<file path="src/rtl/kwd_pkg.sv">
// Package: shared types for the toggle-kicked watchdog.
// Assumes: nothing beyond IEEE 1800-2017.
package kwd_pkg;

    // Countdown state: idle (not yet kicked), running, or timed out.
    typedef enum logic [1:0] {
        WD_IDLE    = 2'd0,
        WD_RUN     = 2'd1,
        WD_EXPIRED = 2'd2
    } wd_state_e;

    // Width needed to hold a count from 0 up to n-1.
    function automatic int unsigned cnt_width(input int unsigned n);
        return (n <= 2) ? 1 : $clog2(n);
    endfunction

endpackage

</file>
<file path="src/rtl/kwd_sync.sv">
// Module: kwd_sync
// Brings the asynchronous kick line into the clock domain through a chain of STAGES flops.
// Assumes: on power-on clear every stage is loaded with the present raw level, so no
// transition is seen at release.
module kwd_sync #(
    parameter int unsigned STAGES = 2
) (
    input  logic clk,
    input  logic rst_n,
    input  logic raw_i,
    output logic sync_o
);
    logic [STAGES-1:0] chain_q;

    // Shift the raw level through the chain; preload on clear.
    always_ff @(posedge clk) begin
        if (!rst_n) chain_q <= {STAGES{raw_i}};
        else        chain_q <= {chain_q[STAGES-2:0], raw_i};
    end

    assign sync_o = chain_q[STAGES-1];
endmodule

</file>
<file path="src/rtl/kwd_edge.sv">
// Module: kwd_edge
// Reports a transition of either polarity on the synchronized kick level.
// Assumes: init_i carries the raw kick level so the history matches the synchronizer at clear.
module kwd_edge (
    input  logic clk,
    input  logic rst_n,
    input  logic init_i,
    input  logic level_i,
    output logic edge_o
);
    logic prev_q;

    // Keep the previous-cycle copy of the synchronized level.
    always_ff @(posedge clk) begin
        if (!rst_n) prev_q <= init_i;
        else        prev_q <= level_i;
    end

    assign edge_o = level_i ^ prev_q;
endmodule

</file>
<file path="src/rtl/kwd_timer.sv">
// Module: kwd_timer
// Countdown with latched expiry. A kick restarts it; hold clears it to idle.
// Assumes: hold_i and kick_i are synchronous to clk; LIMIT_CYCLES >= 2.
module kwd_timer
    import kwd_pkg::*;
#(
    parameter int unsigned LIMIT_CYCLES = 40
) (
    input  logic clk,
    input  logic rst_n,
    input  logic kick_i,
    input  logic hold_i,
    output logic expired_o,
    output logic running_o
);
    localparam int unsigned CW = cnt_width(LIMIT_CYCLES);
    localparam logic [CW-1:0] LAST = CW'(LIMIT_CYCLES - 1);

    wd_state_e     state_q, state_d;
    logic [CW-1:0] cnt_q, cnt_d;

    // Next-state choice: kicks restart, hold forces idle, expiry latches.
    always_comb begin
        state_d = state_q;
        cnt_d   = cnt_q;
        unique case (state_q)
            WD_IDLE: begin
                cnt_d = '0;
                if (kick_i && !hold_i) state_d = WD_RUN;
            end
            WD_RUN: begin
                if (hold_i) begin
                    state_d = WD_IDLE;
                    cnt_d   = '0;
                end else if (kick_i) begin
                    cnt_d = '0;
                end else if (cnt_q == LAST) begin
                    state_d = WD_EXPIRED;
                    cnt_d   = '0;
                end else begin
                    cnt_d = cnt_q + 1'b1;
                end
            end
            WD_EXPIRED: begin
                cnt_d = '0;
                if (kick_i) state_d = hold_i ? WD_IDLE : WD_RUN;
            end
            default: begin
                state_d = WD_IDLE;
                cnt_d   = '0;
            end
        endcase
    end

    // State and count registers with power-on clear.
    always_ff @(posedge clk) begin
        if (!rst_n) begin
            state_q <= WD_IDLE;
            cnt_q   <= '0;
        end else begin
            state_q <= state_d;
            cnt_q   <= cnt_d;
        end
    end

    assign expired_o = (state_q == WD_EXPIRED);
    assign running_o = (state_q == WD_RUN);

    // A kick outside hold restarts the count from zero in the running state.
    assert_restart_R2: assert property (@(posedge clk) disable iff (!rst_n)
        (kick_i && !hold_i) |=> (state_q == WD_RUN && cnt_q == '0));

    // The count never passes the last cycle of the window.
    assert_no_overflow_R3: assert property (@(posedge clk) disable iff (!rst_n)
        cnt_q <= LAST);

    // Expiry follows only a full window.
    assert_expiry_R3: assert property (@(posedge clk) disable iff (!rst_n)
        $rose(expired_o) |-> ($past(cnt_q) == LAST && $past(running_o)));

    // The latched timeout survives until a kick.
    assert_latch_R4: assert property (@(posedge clk) disable iff (!rst_n)
        (expired_o && !kick_i) |=> expired_o);

    // Hold leaves the counter not running.
    assert_hold_R6: assert property (@(posedge clk) disable iff (!rst_n)
        hold_i |=> !running_o);
endmodule

</file>
<file path="src/rtl/kick_watchdog.sv">
// Module: kick_watchdog (top)
// Watchdog kicked by any transition on kick_i. It drives an active-low flag that latches
// on timeout and is forced low combinationally while the supply is not good.
// Assumes: kick_float_i, sys_reset_i and supply_ok_i are synchronous to clk.
module kick_watchdog #(
    parameter int unsigned WD_CYCLES   = 160_000_000,
    parameter int unsigned SYNC_STAGES = 2
) (
    input  logic clk,
    input  logic rst_n,
    input  logic kick_i,
    input  logic kick_float_i,
    input  logic sys_reset_i,
    input  logic supply_ok_i,
    output logic wd_out_n_o
);
    logic kick_sync, kick_edge, hold, expired, running;

    assign hold = kick_float_i | sys_reset_i;

    kwd_sync #(.STAGES(SYNC_STAGES)) i_sync (
        .clk(clk), .rst_n(rst_n), .raw_i(kick_i), .sync_o(kick_sync)
    );

    kwd_edge i_edge (
        .clk(clk), .rst_n(rst_n), .init_i(kick_i),
        .level_i(kick_sync), .edge_o(kick_edge)
    );

    kwd_timer #(.LIMIT_CYCLES(WD_CYCLES)) i_timer (
        .clk(clk), .rst_n(rst_n), .kick_i(kick_edge), .hold_i(hold),
        .expired_o(expired), .running_o(running)
    );

    assign wd_out_n_o = supply_ok_i & ~expired;

    // A floated kick pin stops the countdown by the next cycle.
    assert_float_R5: assert property (@(posedge clk) disable iff (!rst_n)
        kick_float_i |=> !running);

    // The flag rises only when the supply is good and a kick was seen, or the supply returned.
    assert_rise_R7: assert property (@(posedge clk) disable iff (!rst_n)
        $rose(wd_out_n_o) |-> ($rose(supply_ok_i) || $past(kick_edge)));

    // The first cycle after clear shows an idle, non-expired counter.
    assert_clear_R1: assert property (@(posedge clk)
        !rst_n |=> (!expired && !running));
endmodule

</file>
<file path="config.mk">
export PLATFORM = sky130hd
export DESIGN_NAME = kick_watchdog
export DESIGN_NICKNAME = d
export VERILOG_FILES = /design/src/rtl/kwd_pkg.sv /design/src/rtl/kwd_sync.sv /design/src/rtl/kwd_edge.sv /design/src/rtl/kwd_timer.sv /design/src/rtl/kick_watchdog.sv
export SDC_FILE = /design/constraint.sdc
export NUM_CORES = 1
export LEC_CHECK = 0
export BUFFER_PORTS_ARGS = -buffer_cell sky130_fd_sc_hd__buf_2
export CAP_MARGIN = 20
export CORE_ASPECT_RATIO = 1.2
export CORE_MARGIN = 2
export CORE_UTILIZATION = 60
export DETAILED_ROUTE_END_ITERATION = 10
export GPL_ROUTABILITY_DRIVEN = 0
export GPL_TIMING_DRIVEN = 1
export PLACE_DENSITY = 0.78
export SYNTH_ARGS = -nofsm -noshare
export SYNTH_HDL_FRONTEND = slang
export SYNTH_HIERARCHICAL = 1
export SYNTH_SLANG_ARGS = --single-unit
</file>
<file path="constraint.sdc">
create_clock -name clk -period 2.9 [get_ports clk]
set_input_delay 0.29 -clock clk [delete_from_list [all_inputs] [get_ports clk]]
set_output_delay 0.29 -clock clk [all_outputs]
set_load 0.02 [all_outputs]
</file>
==> results of run 1 <==
## cells in the mapped netlist, drive strengths merged, types with 4 or more instances
library cell	number
dfxtp	33
o21ai	9
nand3	11
xor2	6
or4	5
clkbuf	6
buf	7
nor2	5
nor3	11
o31ai	4
a211oi	12
nand2	8
nand4	14
xnor2	6
or3	11
## area by class of cell
cell class,count,area (um2)
multi-input combinational,134,895
fill,219,862
sequential,33,661
clock buffer,7,55.1
timing repair buffer,9,52.6
tap,33,41.3
inverter,3,11.3
## cell families after synthesis
family | after synthesis | synth area share, %
AO/OA/AOI/OAI | 33 | 13.7
XOR/XNOR | 12 | 6.37
adder cells (fa/ha/maj) | 1 | 0.758
buffers and inverters | 16 | 6.06
flip-flops | 33 | 40.0
multiplexers | 2 | 1.82
AND/OR/NAND/NOR | 86 | 31.2
## path summary, 6_finish.rpt
path / start / endpoint / cells past startpoint
setup reg to reg: i_timer/cnt_q[0]$_SDFF_PP0_ / i_timer/cnt_q[26]$_SDFF_PP0_ / 5
hold / removal: kick_i / i_sync/chain_q[0]$_DFF_P_ / 1
setup / recovery: i_timer/cnt_q[0]$_SDFF_PP0_ / i_timer/cnt_q[26]$_SDFF_PP0_ / 5
hold reg to reg: i_sync/chain_q[0]$_DFF_P_ / i_sync/chain_q[1]$_DFF_P_ / 1
## layout by cell type, fill, tap and decap left out, types with 2 or more instances in the layout
| cell type | netlist | routed |
|---|---|---|
| nor4bb_1 | 2 | 2 |
| or2_1 | 2 | 2 |
| nand3_1 | 11 | 11 |
| xnor2_1 | 6 | 6 |
| buf_2 | 2 | 6 |
| dfxtp_1 | 33 | 33 |
| o31ai_1 | 4 | 4 |
| nor2b_1 | 3 | 3 |
| nand4_1 | 13 | 13 |
| a211oi_1 | 12 | 12 |
| or4_1 | 5 | 5 |
| nor3_1 | 11 | 10 |
| o21ai_1 | 3 | 3 |
| clkbuf_4 | 0 | 5 |
| and3_1 | 3 | 3 |
| nand2_1 | 8 | 8 |
| buf_4 | 0 | 3 |
| xor2_1 | 6 | 6 |
| or3_1 | 10 | 10 |
| nor4_1 | 3 | 3 |
| inv_1 | 3 | 3 |
| nor2_1 | 5 | 5 |
| and4_1 | 2 | 2 |
| a31oi_1 | 2 | 2 |
| mux2_4 | 2 | 2 |
| o21ai_0 | 6 | 6 |
## per-stage QoR
stage | setup WS, ps | std cells
floorplan | 789 | 183
global placement | 674 | 212
detailed placement | 595 | 212
CTS | 581 | 219
global route | 406 | 219
finish | 539 | 219
## layer usage
metal  routed length, um  global-route usage, %
met4                  75                   11.3
met5                   0                      0
met1                1470                   26.7
met2                1680                   43.4
met3                  91                   5.10
## power by group through the flow
stage / Clock (uW) / Sequential (uW) / Combinational (uW)
5_1_grt: 287 / 459 / 19.7
6_report: 252 / 459 / 17.4
3_3_place_gp: 0 / 469 / 16.7
2_1_floorplan: 0 / 469 / 11.3
3_5_place_dp: 0 / 469 / 17.3
4_1_cts: 262 / 459 / 17.4
## worst max-delay path: stages, from the launching register on
cell      delay [ps]
dfxtp_1          400
ha_1             280
nand3_1          110
or4_1            690
or4_1            580
a211oi_1         230
## flip-flops by register name, indices dropped and copies added, names as in the netlist
| name | count |
|---|---|
| i_timer/state_q | 2 |
| i_sync/chain_q | 2 |
| i_edge/prev_q | 1 |
| i_timer/cnt_q | 28 |
==> flow_metrics.env, run 1 <==
export IMPL_status="complete, no violations"
export IMPL_clockRootBuffer="clkbuf_4"
export IMPL_ys_ff_latch=33
export IMPL_cap_violations=0
export IMPL_clkTransAtPathRegs_ps=90
export IMPL_yosysWarnings=6
export IMPL_crit_path_end_kind="register"
export IMPL_yosys_cell_types_count=41
export IMPL_core_mm2=0.00258
export IMPL_p_leak_uw=0.000485
export IMPL_initial_utilization_pct=64.0
export IMPL_wire_per_inst_um=15.1
export IMPL_setup_worst_path_class="reg -> reg"
export IMPL_vias_per_cell=6.41
export IMPL_p_clk_share_pct=34.6
export IMPL_peakVddDrop_mv=0.388
export IMPL_fin_area_mm2=0.00172
export IMPL_vias=1404
export IMPL_netlist_instances=183
export IMPL_hold_class="in -> reg"
export IMPL_routed_wl_mm=3.31
export IMPL_syn2layout_area_growth_pct=3.94
export IMPL_io_pins=7
export IMPL_period_minus_slack_ps=2360
export IMPL_ant_nets=0
export IMPL_first_global_vias=1311
export IMPL_drive_gt1_share_pct=12.4
export IMPL_crit_path_start_kind="register"
export IMPL_yosys_top_cells_area="dfxtp_1 40%, a211oi_1 5.5%, nand4_1 4.9%"
export IMPL_placed_area_mm2=0.00166
export IMPL_rsz0062_at_grt="no"
export IMPL_cts_setup_buffers=0
export IMPL_cts_max_path_buffers=2
export IMPL_antenna_found_initial=0
export IMPL_grt_pass1_wl_mm=5.69
export IMPL_die_w_um=51.9
export IMPL_fin_skew_ps=8.29
export IMPL_drv_slew=0
export IMPL_syn_area_per_cell_um2=9.02
export IMPL_drtIter0Drc=45
export IMPL_die_h_um=61.5
export IMPL_dp_hpwl_mm=2.40
export IMPL_p_per_area_mw_per_mm2=425
export IMPL_postCtsHoldBufs=0
export IMPL_synth_top_area_share_pct=40.0
export IMPL_worst_path_max_fanout=9
export IMPL_num_rows=20
export IMPL_relSlewSlack_pct=63.8
export IMPL_ys_seq_area_share_pct=40.0
export IMPL_fmax_mhz=424
export IMPL_synth_area_mm2=0.00165
export IMPL_period_share_pct=81.4
export IMPL_synth_ff_type="dfxtp_1"
export IMPL_whs_ps=93.1
export IMPL_finalPower_uw=728
export IMPL_post_cts_resized=0
export IMPL_finalHoldViolCount=0
export IMPL_cts_sinks=33
export IMPL_required_ps=3150
export IMPL_drc=0
export IMPL_dieArea_mm2=0.00319
export IMPL_clock_latency_ps=330
export IMPL_htreeDepth=2
export IMPL_gr_usage_all_layers_pct=24.0
export IMPL_portBuffers=6
export IMPL_crit_arrival_ps=2610
export IMPL_intPower_uw=581
export IMPL_worstMarginPinSlew_ps=540
export IMPL_switching_share_pct=20.3
export IMPL_nets=193
export IMPL_dr_pass1_iters=4
export IMPL_setup_violations=0
export IMPL_postLayoutCoreUtil_pct=66.6
export IMPL_r2r_setup_slack_ps=540
export IMPL_overflow=0
export IMPL_p_sw_uw=148
export IMPL_fin_setup_tns_ps=0
export IMPL_tritoncts="yes"
export IMPL_pwr_share_comb_pct=2.4
export IMPL_cts_buffers=5
export IMPL_seq_power_share_pct=63.0
export IMPL_yosys_area_top_type="dfxtp_1"
export IMPL_synth_edff_count=0
export IMPL_async_reset_ff_share_pct=0
export IMPL_synth_nets=190
export IMPL_num_antenna_cells=0
export IMPL_grt_max_degree=18
No activity file was read; power rests on OpenSTA's default activity.
==> inputs of run 2 (changes only) <==
ABC_AREA = 1   (was default)
CORE_UTILIZATION = 61   (was 60)
PLACE_DENSITY = 0.79   (was 0.78)
clock period = 2.2 ns   (was 2.9 ns; I/O delays follow)
==> run 2 against run 1 <==
Clock power up 38%. Clock-buffer cell count stayed put. Clock skew fell by 0.59 ps. Total power grew 39%. Wire length up 10%. Sequential power is 33% higher. Hold slack better by 79 ps. First-iteration DRC count rose by 42%. Non-clock buffer count decreased by 2. Maximum frequency up 24%. Synthesized area increased by 14%. Critical endpoint is now i_timer/cnt_q[2]$_SDFF_PP0_. Largest power group unchanged. Highest routed layer unchanged.
==> flow_metrics.env, run 2 <==
export IMPL_ant_nets=0
export IMPL_p_per_area_mw_per_mm2=512
export IMPL_synthAdderAreaFrac_pct=0.665
export IMPL_period_share_pct=86.7
export IMPL_synth_area_mm2=0.00188
export IMPL_largest_reg_flops=28
export IMPL_finalHoldViolCount=0
export IMPL_num_antenna_cells=0
export IMPL_synth_top_area_share_pct=35.1
export IMPL_routed_wl_mm=3.66
export IMPL_initial_utilization_pct=62.7
export IMPL_holdPathStages=3
export IMPL_num_rows=22
export IMPL_htreeDepth=2
export IMPL_synth_nets=289
export IMPL_die_h_um=64.8
export IMPL_hold_class="in -> reg"
export IMPL_synth_xor_area_share_pct=4.19
export IMPL_cts_max_path_buffers=2
export IMPL_placed_area_mm2=0.00192
export IMPL_antenna_found_initial=0
export IMPL_worstMarginPinSlew_ps=567
export IMPL_fin_setup_tns_ps=0
export IMPL_fin_skew_ps=7.71
export IMPL_die_w_um=54.7
export IMPL_stdcell_count=330
export IMPL_setup_violations=0
export IMPL_async_reset_ff_share_pct=0
export IMPL_status="complete, no violations"
export IMPL_yosys_area_top_type="dfxtp_1"
export IMPL_ys_ff_latch=33
export IMPL_crit_arrival_ps=2160
export IMPL_largest_register="i_timer/cnt_q"
export IMPL_seq_area_um2=661
export IMPL_synth_mux_area_share_pct=0
export IMPL_grt_max_degree=29
export IMPL_first_global_vias=1500
export IMPL_synth_ff_type="dfxtp_1"
export IMPL_drv_slew=0
export IMPL_cap_violations=0
export IMPL_cts_buffers=5
export IMPL_dieArea_mm2=0.00355
export IMPL_yosys_top_cells_area="dfxtp_1 35%, nand2_1 18%, inv_1 7.6%"
export IMPL_vias_per_cell=5.05
export IMPL_yosys_cell_types_count=22
export IMPL_core_mm2=0.00300
export IMPL_fillCellCount=279
export IMPL_io_pins=7
export IMPL_syn2layout_area_growth_pct=5.32
export IMPL_yosysMostFrequentCell="nand2_1"
export IMPL_syn_area_per_cell_um2=6.67
export IMPL_required_ps=2450
export IMPL_dr_pass1_iters=4
export IMPL_clock_latency_ps=340
export IMPL_fin_area_mm2=0.00198
export IMPL_crit_path_start_kind="register"
export IMPL_relSlewSlack_pct=62.1
export IMPL_synth_top_family_by_area="simple AND/OR/NAND/NOR gates"
export IMPL_vias=1668
export IMPL_synth_compound_area_share_pct=7.11
export IMPL_yosys_area_share_simple_pct=43.2
export IMPL_p_leak_uw=0.000606
export IMPL_wire_per_inst_um=11.1
export IMPL_yosysWarnings=6
export IMPL_reg_top3="i_timer/cnt_q (28), i_sync/chain_q (2), i_timer/state_q (2)"
export IMPL_overflow=0
export IMPL_drive_gt1_share_pct=14.6
export IMPL_final_common_cell="nand2_1"
export IMPL_fmax_mhz=524
export IMPL_clkTransAtPathRegs_ps=100
export IMPL_drtIter0Drc=64
export IMPL_portBuffers=6
export IMPL_final_cell_mix="88 x nand2_1, 38 x inv_1, 38 x nor2_1"
export IMPL_grt_pass1_wl_mm=6.27
export IMPL_gr_usage_all_layers_pct=24.5
export IMPL_period_minus_slack_ps=1910
export IMPL_nets=301
export IMPL_worst_path_max_fanout=28
export IMPL_rr_worst_depth=8
export IMPL_netlist_instances=282
export IMPL_multiInputGateArea_mm2=0.00104
export IMPL_dp_hpwl_mm=2.83
export IMPL_rsz0062_at_grt="no"
export IMPL_tritoncts="yes"
export IMPL_finalPower_uw=1010
export IMPL_clockRootBuffer="clkbuf_4"
export IMPL_placedCellCount=322
export IMPL_crit_path_end_kind="register"
export IMPL_yosys_top_cells_count="88 x nand2_1, 38 x inv_1, 38 x nor2_1, 33 x dfxtp_1"
export IMPL_ys_seq_area_share_pct=35.1
export IMPL_whs_ps=172
export IMPL_synth_edff_count=0
export IMPL_cts_sinks=33
export IMPL_setup_worst_path_class="reg -> reg"
export IMPL_drc=0
export IMPL_peakVddDrop_mv=0.430
run 2: where the power goes:
part | total [uW] | switching, uW | internal (uW)
sequential | 612 | 5.34 | 607
clock | 347 | 196 | 151
combinational | 55.3 | 34.7 | 20.6
total | 1010 | 236 | 778
run 2: cell type report:
class / instances / area share (%)
Inverter: 38 / 7.20
Timing Repair Buffer: 7 / 2.02
Clock buffer: 7 / 2.78
Tap cell: 36 / 2.27
Multi-Input combinational cell: 209 / 52.4
Sequential cell: 33 / 33.3
run 2: logic make-up after synthesis:
family,Yosys count
compound gates,20
simple gates,179
xor+xnor,9
fa+ha+maj,1
flops,33
buf+inv,40
run 2: path summary, 6_finish.rpt:
kind / startpoint / end / slack [ps]
setup / recovery: i_timer/cnt_q[0]$_SDFF_PP0_ / i_timer/cnt_q[2]$_SDFF_PP0_ / 290
hold / removal: rst_n / i_timer/state_q[0]$_SDFFE_PN0P_ / 170
setup reg to reg: i_timer/cnt_q[0]$_SDFF_PP0_ / i_timer/cnt_q[2]$_SDFF_PP0_ / 290
hold reg to reg: i_sync/chain_q[0]$_DFF_P_ / i_sync/chain_q[1]$_DFF_P_ / 440
run 2: metrics by stage:
stage          setup WS [ps]  util, %
6_report                 293     66.1
5_1_grt                  107     66.1
4_1_cts                  281     66.1
3_3_place_gp             363     63.9
3_5_place_dp             301     63.9
2_1_floorplan            626        -
run 2: worst max-delay path, cell delays in order, from the launching register on:
cell and delay [ps]:
dfxtp_1 380, ha_1 280, nand2_2 120, nor2_4 60, nand2_4 110, nor2_4 50, nand2_2 80, nand4_4 440
a21oi_1 300
run 2: layer usage:
layer / GRT usage [%] / wire, um / vias to the layer above / share of wire [%]
li1: - / - / 893 / -
met1: 29.6 / 1660 / 736 / 45
met3: 7.14 / 140 / 11 / 3.8
met2: 37.8 / 1750 / 28 / 48
met4: 13.1 / 106 / 0 / 2.9
met5: 0 / 0 / - / 0
run 2: repair_timing:
item	CTS	global route
hold buffers	1	0
setup buffers	0	0
hold endpoints to repair	1	0
resized for setup	0	0
==> inputs of run 3 (changes only) <==
CELL_PAD_IN_SITES_DETAIL_PLACEMENT = 0   (was default)
CELL_PAD_IN_SITES_GLOBAL_PLACEMENT = 1   (was default)
CORE_UTILIZATION = 44   (was 61)
HOLD_SLACK_MARGIN = 0.1   (was default)
PLACE_DENSITY = default   (was 0.79)
PLACE_DENSITY_LB_ADDON = 0.1   (was default)
==> run 3 against run 2 <==
First-iteration DRC count fell by 31%. Global-route usage fell by 4.0 points. Largest power group is now clock. Hold slack improved by 69 ps. Via count did not move. Sequential share of layout area fell by 2.1 points. Utilization fell by 16 points. Worst setup slack improved by 91 ps. Critical path depth rose by 1.
==> flow_metrics.env, run 3 (synthesized netlist as in run 2, its figures left out) <==
export IMPL_status="complete, no violations"
export IMPL_fin_skew_ps=8.41
export IMPL_min_to="i_timer/state_q[0]$_SDFFE_PN0P_"
export IMPL_portBuffers=6
export IMPL_gr_usage_all_layers_pct=20.5
export IMPL_dp_hpwl_mm=3.49
export IMPL_grt_max_degree=15
export IMPL_r2r_end="i_timer/cnt_q[14]$_SDFF_PP0_"
export IMPL_r2r_start="i_timer/cnt_q[0]$_SDFF_PP0_"
export IMPL_startpoint="i_timer/cnt_q[0]$_SDFF_PP0_"
export IMPL_worst_path_max_fanout=8
export IMPL_die_h_um=75.6
export IMPL_ant_nets=0
export IMPL_post_cts_resized=0
export IMPL_fin_setup_tns_ps=0
export IMPL_relSlewSlack_pct=65.9
export IMPL_num_antenna_cells=0
export IMPL_die_w_um=63.7
export IMPL_drv_slew=0
export IMPL_num_rows=26
export IMPL_largest_register="i_timer/cnt_q"
export IMPL_pre_cts_slack_ps=398
export IMPL_drt_met1_wl_mm=1.91
export IMPL_period_minus_slack_ps=1820
export IMPL_dieArea_mm2=0.00482
export IMPL_hold_path_startpoint="rst_n"
export IMPL_final_cell_mix="88 x nand2_1, 38 x inv_1, 38 x nor2_1"
export IMPL_htreeDepth=2
export IMPL_antenna_found_initial=0
export IMPL_cts_max_path_buffers=2
export IMPL_worstMarginPinSlew_ps=507
export IMPL_syn2layout_area_growth_pct=12.3
export IMPL_postLayoutCoreUtil_pct=50.4
export IMPL_vias_per_cell=4.73
export IMPL_drtIter0Drc=44
export IMPL_crit_arrival_ps=1990
export IMPL_core_mm2=0.00420
export IMPL_clockRootBuffer="clkbuf_8"
export IMPL_largest_reg_flops=28
export IMPL_r2r_setup_slack_ps=380
export IMPL_required_ps=2370
export IMPL_drc=0
export IMPL_initial_utilization_pct=44.8
export IMPL_tritoncts="yes"
export IMPL_nets=303
export IMPL_reg_top3="i_timer/cnt_q (28), i_sync/chain_q (2), i_timer/state_q (2)"
export IMPL_drive_gt1_share_pct=15.8
export IMPL_clkTransAtPathRegs_ps=70
export IMPL_rr_worst_depth=9
export IMPL_fmax_mhz=551
export IMPL_crit_path_end_kind="register"
export IMPL_p_leak_uw=0.000657
export IMPL_period_share_pct=82.5
export IMPL_cts_sinks=33
export IMPL_postCtsHoldBufs=1
export IMPL_vias=1668
export IMPL_final_common_cell="nand2_1"
export IMPL_met2_length_mm=2.16
export IMPL_highest_layer="met4"
export IMPL_setup_violations=0
export IMPL_routed_wl_mm=4.27
export IMPL_cts_setup_buffers=0
export IMPL_wire_per_inst_um=12.1
export IMPL_clock_latency_ps=290
export IMPL_crit_path_start_kind="register"
export IMPL_first_global_vias=1628
export IMPL_hold_class="in -> reg"
export IMPL_grt_pass1_wl_mm=7.38
export IMPL_overflow=0
export IMPL_rsz0062_at_grt="no"
export IMPL_setup_slack_ps=384
export IMPL_peakVddDrop_mv=0.370
export IMPL_setup_worst_path_class="reg -> reg"
export IMPL_wl_met3_um=87
export IMPL_holdPathStages=3
export IMPL_cap_violations=0
export IMPL_finalHoldViolCount=0
export IMPL_io_pins=7
export IMPL_cts_buffers=5
export IMPL_dr_pass1_iters=4
export IMPL_p_per_area_mw_per_mm2=641
==> run 3: layer usage <==
metal / vias up / track usage (%)
li1: 897 / -
met1: 744 / 23.5
met2: 20 / 37.1
met3: 7 / 4.43
met4: 0 / 9.42
met5: - / 0
==> run 3: power by group <==
part | switching [uW] | total (uW) | internal (uW)
logic | 35.8 | 57.4 | 21.6
registers | 5.88 | 613 | 607
clock network | 235 | 685 | 450
total | 277 | 1360 | 1080
==> run 3: metrics by stage <==
step	instances	instance area [um2]	hold WS (ps)	power, uW
detailed placement	344	1970	361	683
CTS	353	2110	244	1370
finish	353	2110	241	1360
floorplan	282	1880	248	667
global placement	344	1970	366	683
global route	353	2110	250	1410
==> run 3: how the worst max path moves through the flow <==
stage                              endpoint  slack (ps)  cells after the start
2_1_floorplan   i_timer/cnt_q[9]$_SDFF_PP0_         630                      9
3_3_place_gp   i_timer/cnt_q[13]$_SDFF_PP0_         450                      9
3_5_place_dp   i_timer/cnt_q[14]$_SDFF_PP0_         400                      9
4_1_cts        i_timer/cnt_q[14]$_SDFF_PP0_         380                      9
5_1_grt        i_timer/cnt_q[13]$_SDFF_PP0_         220                      9
6_report       i_timer/cnt_q[14]$_SDFF_PP0_         380                      9
==> run 3: critical path, stage by stage (launching register included) <==
cell     delay, ps
dfxtp_1        440
ha_1           290
nand2_2        100
nor2_4         160
nand2_4        100
nor2_4         110
nand2_2         80
nand4_4        160
buf_4          210
nor3_1          60
==> run 3: final cells by class <==
class | count | area (um2)
timing repair buffer | 9 | 67.6
clock buffer | 5 | 68.8
clock inverter | 3 | 65.1
inverter | 38 | 143
tap | 56 | 70.1
fill | 459 | 2080
multi-input combinational | 209 | 1040
sequential | 33 | 661
